**config.mk**
```make
export PLATFORM = sky130hd
export DESIGN_NAME = gpio_edge_expander
export DESIGN_NICKNAME = d
export VERILOG_FILES = /design/src/rtl/gpio_xp_pkg.sv /design/src/rtl/gpio_xp_sync.sv /design/src/rtl/gpio_xp_bank.sv /design/src/rtl/gpio_xp_regif.sv /design/src/rtl/gpio_edge_expander.sv
export SDC_FILE = /design/constraint.sdc
export NUM_CORES = 1
export LEC_CHECK = 0
export BUFFER_PORTS_ARGS = -buffer_cell sky130_fd_sc_hd__clkbuf_2
export CAP_MARGIN = 20
export CORE_ASPECT_RATIO = 0.9
export CORE_MARGIN = 2
export CORE_UTILIZATION = 35
export DETAILED_ROUTE_END_ITERATION = 7
export GPL_ROUTABILITY_DRIVEN = 0
export GPL_TIMING_DRIVEN = 1
export PLACE_DENSITY = 0.49
export SYNTH_ARGS = -nofsm -noshare
export SYNTH_HDL_FRONTEND = slang
export SYNTH_SLANG_ARGS = --single-unit
```
**constraint.sdc**
```tcl
create_clock -name clk -period 2.8 [get_ports clk]
set_clock_uncertainty 0.05 [all_clocks]
set_input_delay 0.14 -clock clk [delete_from_list [all_inputs] [get_ports clk]]
set_output_delay 0.14 -clock clk [all_outputs]
set_load 0.005 [all_outputs]
```
**src/rtl/gpio_xp_pkg.sv**
```systemverilog
package gpio_xp_pkg;

   localparam int BANK_W     = 8;
   localparam int MAX_PINS   = 24;
   localparam int GRP_STRIDE = 4;

   typedef enum logic [3:0] {
      GRP_MON  = 4'd0,
      GRP_SET  = 4'd1,
      GRP_CLR  = 4'd2,
      GRP_DIR  = 4'd3,
      GRP_RISE = 4'd4,
      GRP_FALL = 4'd5,
      GRP_IEN  = 4'd6,
      GRP_STAT = 4'd7,
      GRP_EDET = 4'd8
   } reg_grp_e;

   localparam int GRP_LAST = int'(GRP_EDET);

   // one write strobe per writable register of a bank
   typedef struct packed {
      logic set;
      logic clr;
      logic dir;
      logic rise;
      logic fall;
      logic ien;
      logic stat;
      logic edet;
   } bank_wr_t;

   // everything a bank can show on the read path
   typedef struct packed {
      logic [BANK_W-1:0] mon;
      logic [BANK_W-1:0] latch;
      logic [BANK_W-1:0] dir;
      logic [BANK_W-1:0] rise;
      logic [BANK_W-1:0] fall;
      logic [BANK_W-1:0] ien;
      logic [BANK_W-1:0] stat;
      logic [BANK_W-1:0] edet;
   } bank_view_t;

   // groups from rise-enable upward place the top bank in slot 0
   function automatic logic grp_msb_first(input int unsigned grp);
      return grp >= int'(GRP_RISE);
   endfunction

endpackage

```
**src/rtl/gpio_xp_sync.sv**
```systemverilog
module gpio_xp_sync #(
   parameter int WIDTH  = 8,
   parameter int STAGES = 2
) (
   input  logic             clk,
   input  logic             rst_n,
   input  logic [WIDTH-1:0] d_i,
   output logic [WIDTH-1:0] q_o
);

   generate
      if (STAGES < 2) begin : g_bad_depth
         $error("gpio_xp_sync: STAGES must be at least 2");
      end
      if (WIDTH < 1) begin : g_bad_width
         $error("gpio_xp_sync: WIDTH must be positive");
      end
   endgenerate

   logic [STAGES-1:0][WIDTH-1:0] chain_q;

   always_ff @(posedge clk or negedge rst_n) begin
      if (!rst_n) begin
         chain_q <= '0;
      end else begin
         chain_q <= {chain_q[STAGES-2:0], d_i};
      end
   end

   assign q_o = chain_q[STAGES-1];

endmodule

```
**src/rtl/gpio_xp_bank.sv**
```systemverilog
module gpio_xp_bank
   import gpio_xp_pkg::*;
#(
   parameter int                SYNC_STAGES = 2,
   parameter logic [BANK_W-1:0] PIN_MASK    = '1
) (
   input  logic              clk,
   input  logic              rst_n,
   input  logic [BANK_W-1:0] pin_in,
   input  logic [BANK_W-1:0] wdata,
   input  bank_wr_t          i_wr,
   output logic [BANK_W-1:0] pin_out,
   output logic [BANK_W-1:0] pin_oe,
   output bank_view_t        view_o,
   output logic              irq_o
);

   logic [BANK_W-1:0] latch_q, dir_q, rise_q, fall_q, ien_q, stat_q, edet_q;
   logic [BANK_W-1:0] prev_q;
   logic [BANK_W-1:0] level, pad_level, edge_hit, wmask;
   logic [BANK_W-1:0] stat_wipe, edet_wipe;

   // output pins are observed through their own latch
   assign pad_level = ((dir_q & latch_q) | (~dir_q & pin_in)) & PIN_MASK;

   gpio_xp_sync #(
      .WIDTH  (BANK_W),
      .STAGES (SYNC_STAGES)
   ) u_sync (
      .clk   (clk),
      .rst_n (rst_n),
      .d_i   (pad_level),
      .q_o   (level)
   );

   assign edge_hit  = PIN_MASK & ((rise_q & level & ~prev_q) |
                                  (fall_q & ~level & prev_q));
   assign wmask     = wdata & PIN_MASK;
   assign stat_wipe = i_wr.stat ? wmask : '0;
   assign edet_wipe = i_wr.edet ? wmask : '0;

   always_ff @(posedge clk or negedge rst_n) begin
      if (!rst_n) begin
         latch_q <= '0;
         dir_q   <= '0;
         rise_q  <= '0;
         fall_q  <= '0;
         ien_q   <= '0;
         stat_q  <= '0;
         edet_q  <= '0;
         prev_q  <= '0;
      end else begin
         if (i_wr.set) begin
            latch_q <= latch_q | wmask;
         end else if (i_wr.clr) begin
            latch_q <= latch_q & ~wmask;
         end
         if (i_wr.dir)  dir_q  <= wmask;
         if (i_wr.rise) rise_q <= wmask;
         if (i_wr.fall) fall_q <= wmask;
         if (i_wr.ien)  ien_q  <= wmask;
         // a fresh edge is OR-ed after the wipe, so it survives a clear
         stat_q <= (stat_q & ~stat_wipe) | edge_hit;
         edet_q <= (edet_q & ~edet_wipe) | edge_hit;
         prev_q <= level;
      end
   end

   assign pin_out = latch_q;
   assign pin_oe  = dir_q;
   assign irq_o   = |(stat_q & ien_q);

   always_comb begin
      view_o       = '0;
      view_o.mon   = level;
      view_o.latch = latch_q;
      view_o.dir   = dir_q;
      view_o.rise  = rise_q;
      view_o.fall  = fall_q;
      view_o.ien   = ien_q;
      view_o.stat  = stat_q;
      view_o.edet  = edet_q;
   end

   // set writes raise exactly the written bits
   p_set_latch_r2: assert property (@(posedge clk) disable iff (!rst_n)
      i_wr.set |=> ((latch_q & $past(wmask)) == $past(wmask)));

   // clear writes drop exactly the written bits
   p_clr_latch_r2: assert property (@(posedge clk) disable iff (!rst_n)
      (i_wr.clr && !i_wr.set) |=> ((latch_q & $past(wmask)) == '0));

   // an enabled edge lands in both status copies
   p_edge_sets_both_r6: assert property (@(posedge clk) disable iff (!rst_n)
      (edge_hit != '0) |=> (((stat_q & edet_q) & $past(edge_hit)) == $past(edge_hit)));

   // status never rises without an edge
   p_no_spurious_r6: assert property (@(posedge clk) disable iff (!rst_n)
      ((stat_q & ~$past(stat_q) & ~$past(edge_hit)) == '0));

   // cleared bits with no new edge read back as 0
   p_stat_w1c_r8: assert property (@(posedge clk) disable iff (!rst_n)
      i_wr.stat |=> ((stat_q & $past(wmask & ~edge_hit)) == '0));

   // a coincident edge beats the clear
   p_edge_wins_r9: assert property (@(posedge clk) disable iff (!rst_n)
      (i_wr.stat && ((edge_hit & wmask) != '0)) |=>
         ((stat_q & $past(edge_hit & wmask)) == $past(edge_hit & wmask)));

   // absent pins never hold state
   p_absent_quiet_r10: assert property (@(posedge clk) disable iff (!rst_n)
      (((latch_q | dir_q | stat_q | edet_q | ien_q) & ~PIN_MASK) == '0));

endmodule

```
**src/rtl/gpio_xp_regif.sv**
```systemverilog
module gpio_xp_regif
   import gpio_xp_pkg::*;
#(
   parameter int NUM_BANKS = 3,
   parameter int ADDR_W    = 6
) (
   input  logic                        clk,
   input  logic                        rst_n,
   input  logic [ADDR_W-1:0]           addr,
   input  logic                        wr_en,
   input  logic                        rd_en,
   input  bank_view_t [NUM_BANKS-1:0]  view_i,
   output bank_wr_t   [NUM_BANKS-1:0]  wr_o,
   output logic       [BANK_W-1:0]     rdata_o
);

   localparam int GRP_W = ADDR_W - 2;

   logic [GRP_W-1:0] grp_f;
   logic [1:0]       slot_f;
   int unsigned      grp_i;
   int unsigned      slot_i;
   int unsigned      bank_i;
   logic             target_ok;

   assign {grp_f, slot_f} = addr;

   always_comb begin
      grp_i     = 32'(grp_f);
      slot_i    = 32'(slot_f);
      target_ok = (grp_i <= GRP_LAST) && (slot_i < NUM_BANKS);
      if (grp_msb_first(grp_i)) begin
         bank_i = NUM_BANKS - 1 - slot_i;
      end else begin
         bank_i = slot_i;
      end
   end

   always_comb begin
      wr_o = '0;
      for (int b = 0; b < NUM_BANKS; b++) begin
         if (wr_en && target_ok && (bank_i == b)) begin
            case (grp_i)
               int'(GRP_SET):  wr_o[b].set  = 1'b1;
               int'(GRP_CLR):  wr_o[b].clr  = 1'b1;
               int'(GRP_DIR):  wr_o[b].dir  = 1'b1;
               int'(GRP_RISE): wr_o[b].rise = 1'b1;
               int'(GRP_FALL): wr_o[b].fall = 1'b1;
               int'(GRP_IEN):  wr_o[b].ien  = 1'b1;
               int'(GRP_STAT): wr_o[b].stat = 1'b1;
               int'(GRP_EDET): wr_o[b].edet = 1'b1;
               default:        ;
            endcase
         end
      end
   end

   always_comb begin
      rdata_o = '0;
      for (int b = 0; b < NUM_BANKS; b++) begin
         if (rd_en && target_ok && (bank_i == b)) begin
            case (grp_i)
               int'(GRP_MON):  rdata_o = view_i[b].mon;
               int'(GRP_SET),
               int'(GRP_CLR):  rdata_o = view_i[b].latch;
               int'(GRP_DIR):  rdata_o = view_i[b].dir;
               int'(GRP_RISE): rdata_o = view_i[b].rise;
               int'(GRP_FALL): rdata_o = view_i[b].fall;
               int'(GRP_IEN):  rdata_o = view_i[b].ien;
               int'(GRP_STAT): rdata_o = view_i[b].stat;
               int'(GRP_EDET): rdata_o = view_i[b].edet;
               default:        rdata_o = '0;
            endcase
         end
      end
   end

   // one address reaches at most one register
   p_single_target_r1: assert property (@(posedge clk) disable iff (!rst_n)
      $onehot0(wr_o));

endmodule

```
**src/rtl/gpio_edge_expander.sv**
```systemverilog
module gpio_edge_expander
   import gpio_xp_pkg::*;
#(
   parameter int NUM_PINS    = 24,
   parameter int ADDR_W      = 6,
   parameter int SYNC_STAGES = 2
) (
   input  logic                clk,
   input  logic                rst_n,
   input  logic [ADDR_W-1:0]   bus_addr,
   input  logic [7:0]          bus_wdata,
   input  logic                bus_wr,
   input  logic                bus_rd,
   output logic [7:0]          bus_rdata,
   input  logic [NUM_PINS-1:0] pin_in,
   output logic [NUM_PINS-1:0] pin_out,
   output logic [NUM_PINS-1:0] pin_oe,
   output logic                irq
);

   localparam int NUM_BANKS = (NUM_PINS + BANK_W - 1) / BANK_W;
   localparam int PAD_W     = NUM_BANKS * BANK_W;

   generate
      if (NUM_PINS < 1 || NUM_PINS > MAX_PINS) begin : g_bad_pins
         $error("gpio_edge_expander: NUM_PINS out of range 1..24");
      end
      if (ADDR_W < 6 || ADDR_W > 16) begin : g_bad_addr
         $error("gpio_edge_expander: ADDR_W must be 6..16");
      end
      if (SYNC_STAGES < 2) begin : g_bad_sync
         $error("gpio_edge_expander: SYNC_STAGES must be at least 2");
      end
   endgenerate

   logic [PAD_W-1:0]           pin_in_pad, pin_out_pad, pin_oe_pad;
   bank_wr_t   [NUM_BANKS-1:0] bank_wr;
   bank_view_t [NUM_BANKS-1:0] bank_view;
   logic       [NUM_BANKS-1:0] bank_irq;
   logic                       ien_any;

   assign pin_in_pad = PAD_W'(pin_in);

   gpio_xp_regif #(
      .NUM_BANKS (NUM_BANKS),
      .ADDR_W    (ADDR_W)
   ) u_regif (
      .clk     (clk),
      .rst_n   (rst_n),
      .addr    (bus_addr),
      .wr_en   (bus_wr),
      .rd_en   (bus_rd),
      .view_i  (bank_view),
      .wr_o    (bank_wr),
      .rdata_o (bus_rdata)
   );

   for (genvar b = 0; b < NUM_BANKS; b++) begin : g_bank
      localparam int PINS_HERE = ((NUM_PINS - b * BANK_W) >= BANK_W) ?
                                 BANK_W : (NUM_PINS - b * BANK_W);
      localparam logic [BANK_W-1:0] MASK_HERE = BANK_W'((1 << PINS_HERE) - 1);

      gpio_xp_bank #(
         .SYNC_STAGES (SYNC_STAGES),
         .PIN_MASK    (MASK_HERE)
      ) u_bank (
         .clk     (clk),
         .rst_n   (rst_n),
         .pin_in  (pin_in_pad[b*BANK_W +: BANK_W]),
         .wdata   (bus_wdata),
         .i_wr    (bank_wr[b]),
         .pin_out (pin_out_pad[b*BANK_W +: BANK_W]),
         .pin_oe  (pin_oe_pad[b*BANK_W +: BANK_W]),
         .view_o  (bank_view[b]),
         .irq_o   (bank_irq[b])
      );
   end

   assign pin_out = pin_out_pad[NUM_PINS-1:0];
   assign pin_oe  = pin_oe_pad[NUM_PINS-1:0];
   assign irq     = |bank_irq;

   always_comb begin
      ien_any = 1'b0;
      for (int b = 0; b < NUM_BANKS; b++) begin
         ien_any = ien_any | (|bank_view[b].ien);
      end
   end

   // the interrupt needs at least one enabled pin
   p_irq_needs_enable_r7: assert property (@(posedge clk) disable iff (!rst_n)
      irq |-> ien_any);

   generate
      if (PAD_W > NUM_PINS) begin : g_pad_check
         // padding pins of a partial bank stay undriven
         p_pad_quiet_r10: assert property (@(posedge clk) disable iff (!rst_n)
            ((pin_out_pad[PAD_W-1:NUM_PINS] | pin_oe_pad[PAD_W-1:NUM_PINS]) == '0));
      end
   endgenerate

endmodule

```
==> flow_summary.yaml <==
worst_setup_path:
  crit_type: "in2out"
  worstPathRequired_ps: 2610
  rr_endpoint: "g_bank[1].u_bank.u_sync.chain_q[3]$_DFF_PN0_"
  endpoint_kind: "primary output"
  critPathArrivalTime_ps: 2500
  ff2ff_path_depth: 1
  crit_path_start_kind: "primary input"
  cp_max_fo: 15
  r2r_slack_ps: 1790
  reg2reg_from: "g_bank[1].u_bank.pin_oe[3]$_DFFE_PN0P_"
pwr:
  swShare: 0.272
  clockPowerShare: 0.382
  p_int_uw: 6740
  p_switching_uw: 2520
  ir_drop_mv: 0.402
  power_per_cell_area_nw_per_um2: 677
  power_frac_seq: 0.483
  finalPower_uw: 9260
  combPwrFrac: 0.135
  power_leakage_uw: 0.00621
die:
  rows: 62
  design.die.area_um2: 34300
  die_x_um: 195
  ioPinCount: 99
  die_h_um: 176
  start_util: 0.358
  core-area_um2: 32100
cts:
  cts-root-buf: "clkbuf_16"
  path_clk_slew_ps: 60
  insertion_delay_ps: 530
  clock_path_buffers: 3
  numCtsBuffers: 26
  post_cts_buffers: 0
  cts.sinks: 240
  htreeDepth: 1
  cts_tree: "yes"
sta:
  fin_crit_sh: 0.961
  fin_setup_tns_ps: 0
  final_hold_viol_count: 0
  finalSetupViolCount: 0
  max_freq_ghz: 0.372
  period_minus_slack_ps: 2690
  final_max_slew_viol_count: 0
  grt_setup_unrepaired: "false"
  whs_ps: 32.7
  worstMarginPinSlew_ps: 680
  slew_headroom: 0.543
logic_synthesis:
  synth_cells: 994
  synth_top_flop_cell: "dfrtp_1"
  synth.yosys.seq_area_share: 0.523
  synth.ff_latch_count: 240
  netlist-cell-type-count: 65
  synth_edf_count: 0
  async_flop_share: 1.00
  postSynthAreaPerCell_um2: 11.6
  synth_nets: 1039
  yosysWarningCount: 0
  syn-cell-area_um2: 11500
cells_and_area:
  nets: 1157
  layout-drive-gt1-share: 0.339
  layout_common_cells: "dfrtp_1 (240), mux2_2 (152), nand2_1 (136)"
  diodes: 0
  final_common_cell: "dfrtp_1"
  syn_to_final_growth_pct: 19.0
  layout.cells.non_filler: 1547
detailed_routing:
  viasPerCell: 5.45
  drt-total-wl_um: 37300
  drtPass1Iterations: 4
  routedWlPerCell_um: 24.1
  vias: 8434
  drc: 0
  drt_iter0_markers: 636
  antenna_left: 0
place:
  dp_cells: 1475
  port_buffers: 98
  dpl.hpwl_um: 26200
global_route:
  grt_pass1_wl_um: 56000
  grt_antenna_before_repair: 1
  grt_overflow: 0
  grt_max_degree: 79
  grt_pass1_vias: 8315
  grtUsageTotal: 0.218
job:
  max_cap_viol_count: 0
min_path:
  hp-class: "in2async"
status:
  outcome: "finished clean"
## metal layers
layer	track usage	wire length (um)
met2	0.321	15700
met1	0.326	18100
met4	0.0805	1450
met5	0	9
met3	0.0300	2010
## cells in the mapped netlist, drive strengths merged, types with 6 or more instances
| master | instances | area (um2) |
|---|---|---|
| nor4 | 10 | 133 |
| nor2b | 8 | 50.1 |
| nand3 | 13 | 65.1 |
| o22ai | 33 | 206 |
| a22oi | 43 | 323 |
| mux2i | 26 | 264 |
| a32oi | 7 | 61.3 |
| a21o | 49 | 368 |
| nand3b | 13 | 97.6 |
| a311oi | 6 | 52.6 |
| o31ai | 6 | 50.1 |
| a21oi | 16 | 80.1 |
| buf | 67 | 454 |
| dfrtp | 240 | 6010 |
| mux2 | 153 | 1720 |
| clkbuf | 39 | 146 |
| nand2 | 136 | 510 |
| o21ai | 12 | 60.1 |
| nor3 | 11 | 100 |
| nor2 | 29 | 114 |
## worst max-delay path: stages
cell	delay [ps]
clkbuf_2	280
buf_4	260
or2_2	350
nor3_1	330
a221o_1	210
o21ai_0	190
a311oi_1	530
clkbuf_2	200
## cell type report
| cell class | count | area, um2 |
|---|---|---|
| Sequential cell | 240 | 6010 |
| Clock buffer | 40 | 785 |
| Clock inverter | 7 | 92.6 |
| Tap cell | 416 | 520 |
| Timing Repair Buffer | 196 | 1390 |
| Fill cell | 3140 | 18400 |
| Inverter | 3 | 11.3 |
| Multi-Input combinational cell | 645 | 4880 |
## how the worst max path moves through the flow
stage	startpoint	to	slack [ps]	cells past startpoint
floorplan	bus_addr[4]	g_bank[2].u_bank.rise_q[0]$_DFFE_PN0P_	700	7
global placement	bus_addr[2]	bus_rdata[0]	140	10
detailed placement	bus_addr[1]	bus_rdata[0]	130	11
CTS	bus_addr[1]	bus_rdata[0]	120	11
global route	bus_addr[4]	bus_rdata[0]	50	11
finish	bus_addr[3]	bus_rdata[3]	110	8
## stage by stage
step	setup slack [ps]	util	area (um2)
2_1_floorplan	698	-	11500
3_3_place_gp	136	0.391	12500
3_5_place_dp	131	0.391	12500
4_1_cts	117	0.426	13700
5_1_grt	51.0	0.426	13700
6_report	109	0.426	13700
## logic make-up (layout without fill, tap and decap cells)
group                    Yosys count  after routing  synth area share
adder cells (fa/ha/maj)            3              3           0.00327
XOR/XNOR                           2              2           0.00153
flip-flops                       240            240             0.523
AO/OA/AOI/OAI                    213            213             0.136
AND/OR/NAND/NOR                  248            248             0.111
multiplexers                     179            179             0.173
buffers and inverters            109            246            0.0533
## sequential cells by signal (all words and copies together) (netlist names), named ones only
signal                        cells
g_bank.u_bank.rise_q             24
g_bank.u_bank.u_sync.chain_q     24
g_bank.u_bank.ien_q              24
g_bank.u_bank.fall_q             24
g_bank.u_bank.edet_q             24
g_bank.u_bank.stat_q             24
g_bank.u_bank.u_sync.q_o         24
g_bank.u_bank.pin_oe             24
g_bank.u_bank.prev_q             24
## what timing repair did
item                                    CTS  global route
gates resized for setup                   0             1
endpoints found under the setup margin    0             1
hold buffers                             25             0
endpoints found under the hold margin   264             0
## power by group through the flow
stage | logic (uW) | registers [uW] | clock network [uW]
floorplan | 828 | 4310 | 0
global placement | 1200 | 4520 | 0
detailed placement | 1220 | 4520 | 0
CTS | 1250 | 4460 | 3630
global route | 1360 | 4530 | 3760
finish | 1250 | 4480 | 3530
(Power assumes the default switching activity.)
